### src/rtl/mwg_pkg.sv
package mwg_pkg;
   localparam int unsigned OFS_OUT_LO = 32'h00;
   localparam int unsigned OFS_OUT_HI = 32'h04;
   localparam int unsigned OFS_DIR_LO = 32'h08;
   localparam int unsigned OFS_DIR_HI = 32'h0C;
   localparam int unsigned OFS_EXT    = 32'h70;
   localparam int unsigned OFS_ID     = 32'h78;
   localparam logic [31:0] ID_DEFAULT = 32'h0101157C;

   typedef enum logic [2:0] {
      SEL_NONE,
      SEL_OUT_LO,
      SEL_OUT_HI,
      SEL_DIR_LO,
      SEL_DIR_HI,
      SEL_EXT,
      SEL_ID
   } sel_e;

   function automatic sel_e decode_sel(input logic [31:0] a);
      sel_e s;
      case (a)
         OFS_OUT_LO: s = SEL_OUT_LO;
         OFS_OUT_HI: s = SEL_OUT_HI;
         OFS_DIR_LO: s = SEL_DIR_LO;
         OFS_DIR_HI: s = SEL_DIR_HI;
         OFS_EXT:    s = SEL_EXT;
         OFS_ID:     s = SEL_ID;
         default:    s = SEL_NONE;
      endcase
      return s;
   endfunction
endpackage

### src/rtl/mwg_mreg.sv
module mwg_mreg #(
   parameter int W = 16
) (
   input  logic           clk,
   input  logic           rst_n,
   input  logic           we,
   input  logic [2*W-1:0] wdata,
   output logic [W-1:0]   q
);
   logic [W-1:0] en;
   logic [W-1:0] val;

   assign en  = wdata[2*W-1:W];
   assign val = wdata[W-1:0];

   always_ff @(posedge clk) begin
      if (!rst_n)
         q <= '0;
      else if (we)
         q <= (q & ~en) | (val & en);
   end

   // bits whose enable is clear keep their value across a write
   p_masked_hold_r2: assert property (@(posedge clk) disable iff (!rst_n)
      we |=> ((q ^ $past(q)) & ~$past(wdata[2*W-1:W])) == '0);

   // no write strobe, no change
   p_idle_hold_r8: assert property (@(posedge clk) disable iff (!rst_n)
      !we |=> $stable(q));
endmodule

### src/rtl/mwg_sync.sv
module mwg_sync #(
   parameter int W      = 32,
   parameter int STAGES = 2
) (
   input  logic         clk,
   input  logic         rst_n,
   input  logic [W-1:0] d,
   output logic [W-1:0] q
);
   if (STAGES < 2) begin : g_bad_stages
      $error("mwg_sync: STAGES must be at least 2");
   end

   logic [W-1:0] chain [STAGES];

   for (genvar s = 0; s < STAGES; s++) begin : g_stage
      always_ff @(posedge clk) begin
         if (!rst_n)
            chain[s] <= '0;
         else if (s == 0)
            chain[s] <= d;
         else
            chain[s] <= chain[(s == 0) ? 0 : s - 1];
      end
   end

   assign q = chain[STAGES-1];
endmodule

### src/rtl/mwg_rdmux.sv
module mwg_rdmux
   import mwg_pkg::*;
#(
   parameter int          HALF_W = 16,
   parameter logic [31:0] ID     = ID_DEFAULT,
   localparam int         DW     = 2 * HALF_W
) (
   input  logic              clk,
   input  logic              rst_n,
   input  logic              rd,
   input  sel_e              sel,
   input  logic [HALF_W-1:0] out_lo,
   input  logic [HALF_W-1:0] out_hi,
   input  logic [HALF_W-1:0] dir_lo,
   input  logic [HALF_W-1:0] dir_hi,
   input  logic [DW-1:0]     ext,
   output logic [DW-1:0]     rdata
);
   localparam logic [HALF_W-1:0] ZH = '0;

   logic [DW-1:0] nxt;

   always_comb begin
      case (sel)
         SEL_OUT_LO: nxt = {ZH, out_lo};
         SEL_OUT_HI: nxt = {ZH, out_hi};
         SEL_DIR_LO: nxt = {ZH, dir_lo};
         SEL_DIR_HI: nxt = {ZH, dir_hi};
         SEL_EXT:    nxt = ext;
         SEL_ID:     nxt = ID[DW-1:0];
         default:    nxt = '0;
      endcase
   end

   always_ff @(posedge clk) begin
      if (!rst_n)
         rdata <= '0;
      else if (rd)
         rdata <= nxt;
   end

   p_upper_zero_r5: assert property (@(posedge clk) disable iff (!rst_n)
      rd && (sel inside {SEL_OUT_LO, SEL_OUT_HI, SEL_DIR_LO, SEL_DIR_HI})
      |=> rdata[DW-1:HALF_W] == '0);

   p_id_value_r7: assert property (@(posedge clk) disable iff (!rst_n)
      rd && sel == SEL_ID |=> rdata == ID[DW-1:0]);

   p_unmapped_zero_r9: assert property (@(posedge clk) disable iff (!rst_n)
      rd && sel == SEL_NONE |=> rdata == '0);

   p_rdata_hold_r10: assert property (@(posedge clk) disable iff (!rst_n)
      !rd |=> $stable(rdata));
endmodule

### src/rtl/mwgpio_bank.sv
module mwgpio_bank
   import mwg_pkg::*;
#(
   parameter int          DATA_W      = 32,
   parameter int          HALF_W      = 16,
   parameter int          ADDR_W      = 8,
   parameter int          SYNC_STAGES = 2,
   parameter logic [31:0] ID_VALUE    = ID_DEFAULT
) (
   input  logic              clk,
   input  logic              rst_n,
   input  logic [ADDR_W-1:0] bus_addr,
   input  logic              bus_wr,
   input  logic              bus_rd,
   input  logic [DATA_W-1:0] bus_wdata,
   output logic [DATA_W-1:0] bus_rdata,
   input  logic [DATA_W-1:0] pin_in,
   output logic [DATA_W-1:0] pin_out,
   output logic [DATA_W-1:0] pin_oe
);
   localparam int HALVES = DATA_W / HALF_W;

   if (DATA_W != 32 || HALVES * HALF_W != DATA_W || HALVES != 2) begin : g_bad_width
      $error("mwgpio_bank: DATA_W must be 32, split into two halves of HALF_W");
   end
   if (ADDR_W < 7 || ADDR_W > 32) begin : g_bad_addr
      $error("mwgpio_bank: ADDR_W must cover offset 0x78 and fit in 32 bits");
   end

   sel_e sel;
   assign sel = decode_sel(32'(bus_addr));

   logic [HALF_W-1:0] out_q [HALVES];
   logic [HALF_W-1:0] dir_q [HALVES];

   for (genvar g = 0; g < HALVES; g++) begin : g_half
      logic we_out, we_dir;
      assign we_out = bus_wr && (sel == ((g == 0) ? SEL_OUT_LO : SEL_OUT_HI));
      assign we_dir = bus_wr && (sel == ((g == 0) ? SEL_DIR_LO : SEL_DIR_HI));

      mwg_mreg #(.W(HALF_W)) i_out (
         .clk(clk), .rst_n(rst_n), .we(we_out), .wdata(bus_wdata), .q(out_q[g]));
      mwg_mreg #(.W(HALF_W)) i_dir (
         .clk(clk), .rst_n(rst_n), .we(we_dir), .wdata(bus_wdata), .q(dir_q[g]));

      assign pin_out[g*HALF_W +: HALF_W] = out_q[g];
      assign pin_oe[g*HALF_W +: HALF_W]  = dir_q[g];
   end

   logic [DATA_W-1:0] pin_sync;

   mwg_sync #(.W(DATA_W), .STAGES(SYNC_STAGES)) i_sync (
      .clk(clk), .rst_n(rst_n), .d(pin_in), .q(pin_sync));

   mwg_rdmux #(.HALF_W(HALF_W), .ID(ID_VALUE)) i_rdmux (
      .clk(clk), .rst_n(rst_n), .rd(bus_rd), .sel(sel),
      .out_lo(out_q[0]), .out_hi(out_q[1]),
      .dir_lo(dir_q[0]), .dir_hi(dir_q[1]),
      .ext(pin_sync), .rdata(bus_rdata));

   // stores outside the four masked registers touch no pin
   p_ignore_write_r8: assert property (@(posedge clk) disable iff (!rst_n)
      bus_wr && !(sel inside {SEL_OUT_LO, SEL_OUT_HI, SEL_DIR_LO, SEL_DIR_HI})
      |=> $stable(pin_out) && $stable(pin_oe));

   // an output store leaves the direction bits alone
   p_out_keeps_dir_r3: assert property (@(posedge clk) disable iff (!rst_n)
      bus_wr && (sel inside {SEL_OUT_LO, SEL_OUT_HI}) |=> $stable(pin_oe));

   // a direction store leaves the output levels alone
   p_dir_keeps_out_r4: assert property (@(posedge clk) disable iff (!rst_n)
      bus_wr && (sel inside {SEL_DIR_LO, SEL_DIR_HI}) |=> $stable(pin_out));
endmodule

### config.mk
export PLATFORM = sky130hd
export DESIGN_NAME = mwgpio_bank
export DESIGN_NICKNAME = d
export VERILOG_FILES = /design/src/rtl/mwg_pkg.sv /design/src/rtl/mwg_mreg.sv /design/src/rtl/mwg_sync.sv /design/src/rtl/mwg_rdmux.sv /design/src/rtl/mwgpio_bank.sv
export SDC_FILE = /design/constraint.sdc
export NUM_CORES = 1
export LEC_CHECK = 0
export BUFFER_PORTS_ARGS = -buffer_cell sky130_fd_sc_hd__buf_2
export CELL_PAD_IN_SITES_DETAIL_PLACEMENT = 1
export CELL_PAD_IN_SITES_GLOBAL_PLACEMENT = 2
export CORE_MARGIN = 2
export CORE_UTILIZATION = 31
export DETAILED_ROUTE_END_ITERATION = 8
export GPL_TIMING_DRIVEN = 0
export PLACE_DENSITY_LB_ADDON = 0.1
export RECOVER_POWER = 25
export REMOVE_ABC_BUFFERS = 1
export SLEW_MARGIN = 30
export SYNTH_ARGS = -nofsm -noshare
export SYNTH_HDL_FRONTEND = slang
export SYNTH_SLANG_ARGS = --single-unit
### constraint.sdc
create_clock -name clk -period 1.6 [get_ports clk]
set_input_delay 0.08 -clock clk [delete_from_list [all_inputs] [get_ports clk]]
set_output_delay 0.08 -clock clk [all_outputs]
set_load 0.01 [all_outputs]
==> out/qor.csv, run 1 <==
stage,metric,value,unit
placement,Cells after DPL,1043,
timing,Max Slew Vio Count,0,
synth,Post-synth top flop,dfxtp_1,
timing,Hold Fails Final Rpt,0,
floorplanning,I/O pin cnt,172,
hold_path,hold path depth,2,
cells_and_area,Finished Layout Cells,1146,
timing,Fin Clk Skew,0.006393,ns
clock_tree,clk buf depth,2,
timing,Slew HR,50.27,%
floorplanning,Die Y,145.2,um
synth,"Distinct cells, synth",38,
setup_path,slowest stage cell on the critical path,nor3_2,
synth,"Seq/Total Area, Yosys",51.83,%
timing,RSZ-0062 raised after global routing,no,
floorplanning,Placeable Area,19530,sq um
clock_tree,clock-pin slew on the worst setup and hold paths,0.07,ns
timing,fmax,702.5,MHz
timing,Tmin final,1.424,ns
hold_path,Hold Path End,i_sync.chain[1][27],
clock_tree,CTS H-tree depth,4,
setup_path,CP Max Fanout,16,
synth,"Cell Area, Synth",6180,sq um
grt,vias in the first global route,5959,
cells_and_area,register area,3203,sq um
grt,first-pass GRT wire length,33.11,mm
cells_and_area,fin util,44.23,%
cells_and_area,Fillers,2297,
setup_path,arrival time worst endpoint,1.74,ns
routing,via/cell ratio,4.815,
floorplanning,die outline width,145.2,um
timing,Setup Viol. Count Final,0,
clock_tree,clock latency at the later pin of the worst-skew pair,0.43,ns
routing,drt first pass iters,4,
timing,final period utilization,88.97,%
pwr,Leakage,4.009,nW
setup_path,reg-to-reg endpoint,i_rdmux.rdata[14],
placement,DPL Wire Length,14.08,mm
grt,GRT overflow,0,
setup_path,CP cell instances,"buf_2, nor3_2, and4_4, nand2_1, mux2i_1",
cells_and_area,area of the multi-input gates,2808,sq um
pwr,VDD IR-drop max,668.3,uV
setup_path,biggest cell delay along the critical path,0.63,ns
synth,Yosys Warn Count,0,
setup_path,Critical Path End Type,flip-flop,
setup_path,CP Class,in2reg,
setup_path,Crit path max-delay family,simple AND/OR/NAND/NOR gates,
hold_path,min-delay src,rst_n,
status,status,"finished, final reports clean",
synth,async set-reset flop share out of synthesis,0,%
timing,Setup TNS,0,ns
setup_path,FF-to-FF setup slack,0.42,ns
routing,DRT iter0 DRCs,210,
grt,GRT Resource Usage Total,20.11,%
placement,port bufs,171,
clock_tree,Num CTS Buffers,17,
floorplanning,starting density of the core,31.65,%
timing,worst slew pin tran,0.7420,ns
cells_and_area,P&R area growth vs syn,39.74,%
setup_path,Reg2Reg Depth,4,
grt,initial antenna violation count,1,
clock_tree,Clk Tree Root Cell,clkbuf_16,
floorplanning,# rows,51,
grt,largest net degree at the start of global routing,78,
routing,WL per Instance,18.28,um
clock_tree,CTS tree,built,
synth,Syn Inst Count,640,
pwr,PwrDens,1025,nW/um^2
routing,DRT antenna net count,0,
cells_and_area,share of cells above drive strength 1,27.50,%
routing,final wirelength,20.95,mm
routing,DR DRC count,0,
floorplanning,die area,21080,sq um
setup_path,Buf/Inv on CP,1,
setup_path,Startpoint Class,input port,
synth,Post-synth EDFFs,0,
routing,routed via count,5518,
cells_and_area,final net count,943,
clock_tree,clock sink count,160,
synth,Yosys reg bits,160,
setup_path,Required @ worst endpoint,1.91,ns
synth,Synth Area per Inst,9.656,sq um
timing,WHS,0.05819,ns
hold_path,HP Class,in2reg,
placement,Placer Congestion,0.7383,
job,max_cap viols,0,
cell families after synthesis:
logic type	synth area share, %
AND/OR/NAND/NOR	21.54
flip-flops	51.83
AO/OA/AOI/OAI	9.375
multiplexers	13.83
buffers and inverters	3.422
cells in the final DEF (no fill, tap or decap), drive strengths merged, types with 2 or more instances in the layout:
| cell type | count |
|---|---|
| a21oi | 7 |
| a222oi | 3 |
| a22o | 5 |
| a22oi | 26 |
| a31oi | 5 |
| a32oi | 2 |
| and2 | 66 |
| and3 | 2 |
| and4 | 2 |
| and4b | 2 |
| buf | 190 |
| clkbuf | 17 |
| clkinv | 4 |
| clkinvlp | 5 |
| dfxtp | 160 |
| dlygate4sd3 | 64 |
| inv | 9 |
| mux2 | 3 |
| mux2i | 73 |
| mux4 | 4 |
| nand2 | 97 |
| nand4 | 32 |
| nor2 | 53 |
| nor3 | 4 |
| nor3b | 2 |
| nor4 | 2 |
| o211ai | 2 |
| o21ai | 18 |
| o22ai | 3 |
| o2bb2ai | 9 |
| or3 | 3 |
Yosys cell counts, types with 4 or more instances:
cell type / instances / area, sq um
nor2_1: 52 / 195.2
mux2i_1: 73 / 730.7
o2bb2ai_1: 9 / 78.83
nand4_1: 32 / 200.2
clkbuf_1: 33 / 123.9
nor3_1: 4 / 20.02
a21oi_1: 7 / 35.03
a22o_1: 5 / 43.79
mux4_2: 4 / 90.09
dfxtp_1: 160 / 3203
buf_2: 12 / 60.06
nand2_1: 97 / 364.1
o21ai_0: 18 / 90.09
a22oi_1: 26 / 195.2
a31oi_1: 5 / 31.28
and2_1: 66 / 412.9
layout make-up:
| cell class | count | share of cell area, % |
|---|---|---|
| diodes | 1 | 0.02898 |
| clock buffers | 17 | 4.926 |
| clock inverters | 15 | 1.985 |
| inverters | 3 | 0.2318 |
| multi-input cells | 430 | 32.51 |
| flip-flops and latches | 160 | 37.09 |
| well taps | 265 | 3.839 |
| repair buffers | 254 | 19.33 |
| repair inverters | 1 | 0.05795 |
metal layers:
| metal | track usage, % | wire length [um] | share of wire (%) |
|---|---|---|---|
| met1 | 23.46 | 9150 | 44 |
| met2 | 36.64 | 10630 | 51 |
| met3 | 5.881 | 1029 | 4.9 |
| met4 | 3.971 | 142 | 0.68 |
| met5 | 0 | 0 | 0 |
stage by stage:
stage | total power, mW | area (sq um) | setup slack, ns
floorplan | 4.333 | 5979 | -2.210
global placement | 4.624 | 7167 | -5.271
detailed placement | 4.671 | 7332 | -0.8357
CTS | 8.957 | 8625 | 0.06660
global route | 9.194 | 8636 | 0.01199
finish | 8.852 | 8636 | 0.1765
report_power, final:
part	switching, mW	internal (mW)	total [mW]
clock network	1.91	2.23	4.15
logic	0.337	0.281	0.618
registers	0.0229	4.07	4.09
worst max-delay path by stage:
stage	to	cells after the start	startpoint	slack, ns
2_1_floorplan	i_rdmux.rdata[10]	4	bus_addr[7]	-2.21
3_3_place_gp	i_rdmux.rdata[10]	5	bus_addr[2]	-5.27
3_5_place_dp	i_rdmux.rdata[15]	6	bus_addr[3]	-0.84
4_1_cts	i_rdmux.rdata[10]	5	bus_rd	0.07
5_1_grt	i_rdmux.rdata[12]	7	bus_addr[2]	0.01
6_report	flip-flop	5	bus_addr[5]	0.18
timing repair:
action                                  CTS  global route
gates cloned                              0             1
hold buffers                             64             0
endpoints found under the setup margin   67             7
pin swaps                                 0             1
hold endpoints to repair                 96             0
setup buffers                             5             0
gates resized for setup                   5             1
(Power assumes the default switching activity.)
==> inputs of run 2 (changes only) <==
--- a/config.mk
+++ b/config.mk
@@ -5,11 +5,12 @@
 export SDC_FILE = /design/constraint.sdc
 export NUM_CORES = 1
 export LEC_CHECK = 0
+export ABC_AREA = 1
 export BUFFER_PORTS_ARGS = -buffer_cell sky130_fd_sc_hd__buf_2
 export CELL_PAD_IN_SITES_DETAIL_PLACEMENT = 1
 export CELL_PAD_IN_SITES_GLOBAL_PLACEMENT = 2
 export CORE_MARGIN = 2
-export CORE_UTILIZATION = 31
+export CORE_UTILIZATION = 29
 export DETAILED_ROUTE_END_ITERATION = 8
 export GPL_TIMING_DRIVEN = 0
 export PLACE_DENSITY_LB_ADDON = 0.1
==> out/qor.csv, run 2 <==
stage,metric,value,unit,change
timing,Fin Clk Skew,0.008576,ns,+0.002183 ns
routing,WL per Instance,16.41,um,-10%
cells_and_area,"most common cell after layout, fill and taps aside",nand2_1,,
grt,GRT Resource Usage Total,19.69,%,-0.42 points
timing,RSZ-0062 raised after global routing,yes,,
clock_tree,Clk Tree Root Cell,clkbuf_16,,
cells_and_area,Finished Layout Cells,1331,,+16%
floorplanning,Die Y,150.2,um,+3.5%
synth,Syn Inst Count,814,,+27%
clock_tree,clock sink count,160,,unchanged
synth,Synth Area per Inst,7.619,sq um,-21%
synth,top cell type's share of synthesized area,51.64,%,-0.19 points
timing,setup slack after layout,0.1655,ns,-0.01097 ns
setup_path,arrival time worst endpoint,1.74,ns,about the same
cells_and_area,"commonest non-fill, non-tap cells in the layout","nand2_1, buf_2, dfxtp_1",,
routing,DRT iter0 DRCs,301,,+43%
clock_tree,clk buf depth,2,,unchanged
clock_tree,clock latency at the later pin of the worst-skew pair,0.43,ns,about the same
placement,port bufs,171,,unchanged
routing,drt first pass iters,4,,unchanged
cells_and_area,fin util,41.39,%,-2.8 points
setup_path,crit path launch,bus_addr[5],,
cells_and_area,ant diodes,0,,-1
placement,pre-CTS setup slack,-0.9626,ns,-0.1269 ns
timing,fmax,697.1,MHz,-0.77%
grt,initial antenna violation count,0,,-1
setup_path,slowest stage cell on the critical path,nor3_4,,
routing,DR DRC count,0,,unchanged
timing,Slew HR,46.43,%,-3.8 points
routing,final wirelength,21.84,mm,+4.2%
floorplanning,Placeable Area,21020,sq um,+7.7%
cells_and_area,Fillers,2580,,+12%
synth,Post-synth top flop,dfxtp_1,,
timing,WHS,0.005970,ns,-0.05222 ns
setup_path,CP Class,in2reg,,
placement,Placer Congestion,0.7418,,+0.47%
floorplanning,starting density of the core,29.50,%,-2.1 points
floorplanning,die area,22570,sq um,+7.1%
timing,final period utilization,89.66,%,+0.69 points
floorplanning,die outline width,150.2,um,+3.5%
synth,Post-synth EDFFs,0,,unchanged
hold_path,min-delay src,rst_n,,
clock_tree,Num CTS Buffers,17,,unchanged
timing,Tmin final,1.435,ns,+0.01097 ns
setup_path,Critical Path End Type,flip-flop,,
timing,Max Slew Vio Count,0,,unchanged
floorplanning,# rows,53,,+3.9%
cells_and_area,final net count,1120,,+19%
pwr,VDD IR-drop max,601.5,uV,-10%
synth,Post-synth top cells,"nand2_1, dfxtp_1, nand3_1",,
synth,dominant cell type by area after synthesis,dfxtp_1,,
timing,Setup TNS,0,ns,unchanged
routing,via/cell ratio,4.593,,-4.6%
routing,DRT antenna net count,0,,unchanged
grt,vias in the first global route,6039,,+1.3%
placement,Cells after DPL,1227,,+18%
timing,Setup Viol. Count Final,0,,unchanged
setup_path,Required @ worst endpoint,1.90,ns,about the same
timing,worst slew pin tran,0.8026,ns,+0.06067 ns
grt,largest net degree at the start of global routing,54,,-31%
cells_and_area,share of cells above drive strength 1,22.35,%,-5.2 points
cells_and_area,P&R area growth vs syn,40.29,%,
setup_path,Startpoint Class,input port,,
clock_tree,clock-pin slew on the worst setup and hold paths,0.07,ns,about the same
synth,most common cell in the synthesized netlist,nand2_1,,
synth,"Distinct cells, synth",24,,-37%
status,status,"finished, final reports clean",,
placement,DPL Wire Length,13.64,mm,-3.1%
synth,Yosys reg bits,160,,unchanged
hold_path,HP Class,in2reg,,
floorplanning,I/O pin cnt,172,,unchanged
grt,GRT overflow,0,,unchanged
synth,"top cells by area, synth","dfxtp_1, nand2_1, nand3_1, a21oi_1, inv_1",,
pwr,Leakage,4.007,nW,about the same
synth,Yosys Warn Count,0,,unchanged
synth,"Seq/Total Area, Yosys",51.64,%,-0.19 points
synth,"Cell Area, Synth",6202,sq um,+0.36%
synth,async set-reset flop share out of synthesis,0,%,unchanged
clock_tree,CTS H-tree depth,4,,unchanged
pwr,PwrDens,1036,nW/um^2,+1.0%
grt,first-pass GRT wire length,33.29,mm,+0.52%
setup_path,biggest cell delay along the critical path,0.41,ns,-0.22 ns
job,max_cap viols,0,,unchanged
timing,Hold Fails Final Rpt,0,,unchanged
setup_path,CP cell instances,"buf_2, nor2_1, nand2_1, nor2_4, inv_2, nor3_4, buf_8, nand2_1, nand2_1, a21oi_1",,
setup_path,CP dominant cell by count,nand2_1,,
setup_path,CP Max Fanout,14,,-2
routing,routed via count,6113,,+11%
clock_tree,CTS tree,built,,
[run 2: cell types whose count changed after synthesis, sizes merged, moves of 13 or more]
cell    change
nand2     +133
nand3     +115
inv        +93
a21oi      +82
mux2i      -73
and2       -66
nand4      -32
a22oi      -26
nor2       -26
o21ai      +18
clkbuf     -13
[run 2: stage by stage]
stage	instance area, sq um	power, mW
floorplan	5982	4.338
global placement	7182	4.626
detailed placement	7312	4.648
CTS	8685	9.151
global route	8701	9.372
finish	8701	9.012
[run 2: report_power, final]
group          internal, mW  switching, mW  total, mW
sequential             4.07         0.0249       4.09
clock                  2.51           1.82       4.33
combinational         0.247          0.343      0.590
total                  6.83           2.18       9.01
[run 2: worst paths after layout]
check                        end  slack, ns  cells after the start
max                    flip-flop       0.17                     10
min           i_sync.chain[0][5]      0.006                      3
max reg2reg    i_rdmux.rdata[15]       0.73                      4
min reg2reg  i_sync.chain[1][14]       0.41                      2
[run 2: repair_timing]
action | CTS | global route
pin swaps | 3 | 2
endpoints found under the hold margin | 96 | 0
hold buffers | 64 | 0
setup buffers | 6 | 0
gates resized for setup | 7 | 2
endpoints found under the setup margin | 56 | 32
cloned | 2 | 1
[run 2: kinds of logic (layout without fill, tap and decap cells)]
logic type      count (synthesis)  count (layout)  synth area share (%)
simple gates                  374             377                 26.49
compound gates                145             145                 12.51
buf+inv                       135             374                 9.360
flops                         160             160                 51.64
[run 2: final cells by class]
| class | instances | area (sq um) | area share, % |
|---|---|---|---|
| clock inverters | 14 | 193.9 | 2.229 |
| well taps | 275 | 344.1 | 3.955 |
| multi-input cells | 522 | 2490 | 28.62 |
| repair buffers | 247 | 1674 | 19.24 |
| inverters | 96 | 370.4 | 4.257 |
| clock buffers | 17 | 425.4 | 4.889 |
| flip-flops and latches | 160 | 3203 | 36.81 |
[run 2: critical path, delay by kind of cell]
family / cells / cell delay (ns)
AO/OA/AOI/OAI: 1 / 0.05
buffers and inverters: 3 / 0.42
AND/OR/NAND/NOR: 6 / 1.17
[run 2: metal layers]
metal | track usage [%] | wire [um] | vias up
met3 | 3.697 | 998 | 21
met2 | 32.74 | 10150 | 138
met4 | 5.142 | 236 | 0
li1 | - | - | 3081
met1 | 26.28 | 10460 | 2873
met5 | 0 | 0 | -
==> inputs of run 3 (changes only) <==
--- a/config.mk
+++ b/config.mk
@@ -13,7 +13,7 @@
 export CORE_UTILIZATION = 29
 export DETAILED_ROUTE_END_ITERATION = 8
 export GPL_TIMING_DRIVEN = 0
-export PLACE_DENSITY_LB_ADDON = 0.1
+export PLACE_DENSITY = 0.78
 export RECOVER_POWER = 25
 export REMOVE_ABC_BUFFERS = 1
 export SLEW_MARGIN = 30
==> out/qor.csv, run 3 (synthesized netlist as in run 2, its figures left out) <==
stage,metric,value,unit,change
clock_tree,Clk Tree Root Cell,clkbuf_16,,
setup_path,CP Class,in2reg,,
grt,initial antenna violation count,0,,unchanged
grt,vias in the first global route,6033,,-0.099%
setup_path,Required @ worst endpoint,1.90,ns,about the same
floorplanning,die outline width,150.2,um,unchanged
setup_path,Startpoint Class,input port,,
hold_path,HP Class,in2reg,,
timing,Tmin final,1.447,ns,+0.01225 ns
routing,routed via count,6232,,+1.9%
placement,Placer Congestion,0.7576,,+2.1%
job,max_cap viols,0,,unchanged
routing,DR DRC count,0,,unchanged
grt,GRT Resource Usage Total,19.81,%,+0.12 points
routing,DRT antenna net count,0,,unchanged
setup_path,reg-to-reg endpoint,i_rdmux.rdata[14],,
hold_path,hold path depth,6,,+3
floorplanning,die area,22570,sq um,unchanged
grt,first-pass GRT wire length,33.65,mm,+1.1%
timing,Max Slew Vio Count,0,,unchanged
routing,via/cell ratio,4.675,,+1.8%
setup_path,Reg2Reg Depth,4,,unchanged
floorplanning,Placeable Area,21020,sq um,unchanged
setup_path,arrival time worst endpoint,1.75,ns,about the same
timing,Slew HR,36.74,%,-9.7 points
timing,RSZ-0062 raised after global routing,no,,
timing,final period utilization,90.42,%,+0.77 points
routing,WL per Instance,16.57,um,+0.97%
timing,Setup TNS,0,ns,unchanged
clock_tree,clk buf depth,2,,unchanged
placement,DPL Wire Length,13.79,mm,+1.1%
clock_tree,Num CTS Buffers,17,,unchanged
floorplanning,I/O pin cnt,172,,unchanged
clock_tree,CTS H-tree depth,4,,unchanged
hold_path,Hold Path End,i_rdmux.rdata[22],,
cells_and_area,share of cells above drive strength 1,22.68,%,+0.34 points
setup_path,CP Max Fanout,29,,+15
grt,largest net degree at the start of global routing,52,,-3.7%
pwr,VDD IR-drop max,683.8,uV,+14%
floorplanning,# rows,53,,unchanged
clock_tree,clock sink count,160,,unchanged
pwr,total power,8.878,mW,-1.5%
pwr,Leakage,3.982,nW,-0.63%
cells_and_area,P&R area growth vs syn,39.98,%,
timing,Fin Clk Skew,0.009711,ns,+0.001135 ns
setup_path,FF-to-FF setup slack,0.66,ns,-0.07 ns
routing,final wirelength,22.09,mm,+1.1%
timing,fmax,691.2,MHz,-0.85%
status,status,"finished, final reports clean",,
floorplanning,starting density of the core,29.50,%,unchanged
cells_and_area,final net count,1121,,+0.089%
hold_path,min-delay src,bus_addr[0],,
cells_and_area,"commonest non-fill, non-tap cells in the layout","nand2_1, buf_2, dfxtp_1",,
timing,worst slew pin tran,0.9488,ns,+0.1462 ns
routing,drt first pass iters,4,,unchanged
floorplanning,Die Y,150.2,um,unchanged
grt,GRT overflow,0,,unchanged
cells_and_area,ant diodes,0,,unchanged
timing,Setup Viol. Count Final,0,,unchanged
timing,Hold Fails Final Rpt,0,,unchanged
routing,DRT iter0 DRCs,250,,-17%
placement,port bufs,171,,unchanged
pwr,PwrDens,1023,nW/um^2,-1.3%
setup_path,Critical Path End Type,flip-flop,,
clock_tree,CTS tree,built,,
clock_tree,clock-pin slew on the worst setup and hold paths,0.07,ns,about the same
clock_tree,clock latency at the later pin of the worst-skew pair,0.43,ns,about the same
cells_and_area,"most common cell after layout, fill and taps aside",nand2_1,,
## run 3: cell type report
cell class	instances	area, sq um
clock buffer	17	425.4
clock inverter	15	185.2
fill	2592	12340
inverter	96	371.6
multi-input combinational	522	2485
sequential	160	3203
tap	275	344.1
timing repair buffer	248	1668
## run 3: worst max-delay path, cell delays in order
cell and delay (ns):
buf_2 0.10, nor2_1 0.10, nand2_1 0.15, inv_4 0.38, nand2_4 0.27, nor2_4 0.42
nand2_1 0.09, nand2_1 0.08, a21oi_1 0.06
## run 3: worst max-delay path by stage
stage / startpoint / to / slack [ns] / cells past startpoint
finish: bus_addr[5] / flip-flop / 0.15 / 9
global route: bus_addr[5] / flip-flop / 0.01 / 9
CTS: bus_rd / i_rdmux.rdata[8] / 0.01 / 6
detailed placement: bus_addr[5] / flip-flop / -0.98 / 9
global placement: rst_n / flip-flop / -1.48 / 3
floorplan: bus_addr[7] / flip-flop / -0.06 / 8
## run 3: per-stage QoR
| step | hold slack [ns] | instance area, sq um | setup slack (ns) | util [%] | std cells |
|---|---|---|---|---|---|
| floorplan | 0.1735 | 5982 | -0.06042 | - | 775 |
| global placement | 0.2603 | 7182 | -1.480 | 34.16 | 1221 |
| CTS | 0.08370 | 8651 | 0.01401 | 41.15 | 1330 |
| finish | 0.1378 | 8682 | 0.1532 | 41.30 | 1333 |
| global route | 0.1675 | 8682 | 0.01465 | 41.30 | 1333 |
| detailed placement | 0.2677 | 7293 | -0.9782 | 34.69 | 1227 |
## run 3: what timing repair did
action / CTS / global route
cloned: 2 / 1
hold buffers: 64 / 0
gates resized for setup: 7 / 4
hold endpoints to repair: 96 / 0
endpoints found under the setup margin: 56 / 27
pin swaps: 3 / 2
buffers inserted: 5 / 2
## run 3: layer usage
layer / part of all wire, % / vias to the layer above / track usage (%) / routed length, um
met5: 0 / - / 0 / 0
met4: 2.1 / 0 / 6.934 / 457
met3: 6.4 / 30 / 5.394 / 1407
met2: 46 / 165 / 32.35 / 10200
met1: 45 / 2946 / 25.20 / 10030
li1: - / 3091 / - / -
## run 3: power by group
group / switching (mW) / total [mW] / leakage, nW / internal, mW
sequential: 0.0237 / 4.09 / 1.30 / 4.07
clock: 1.95 / 4.20 / 0.293 / 2.25
combinational: 0.340 / 0.586 / 2.38 / 0.246
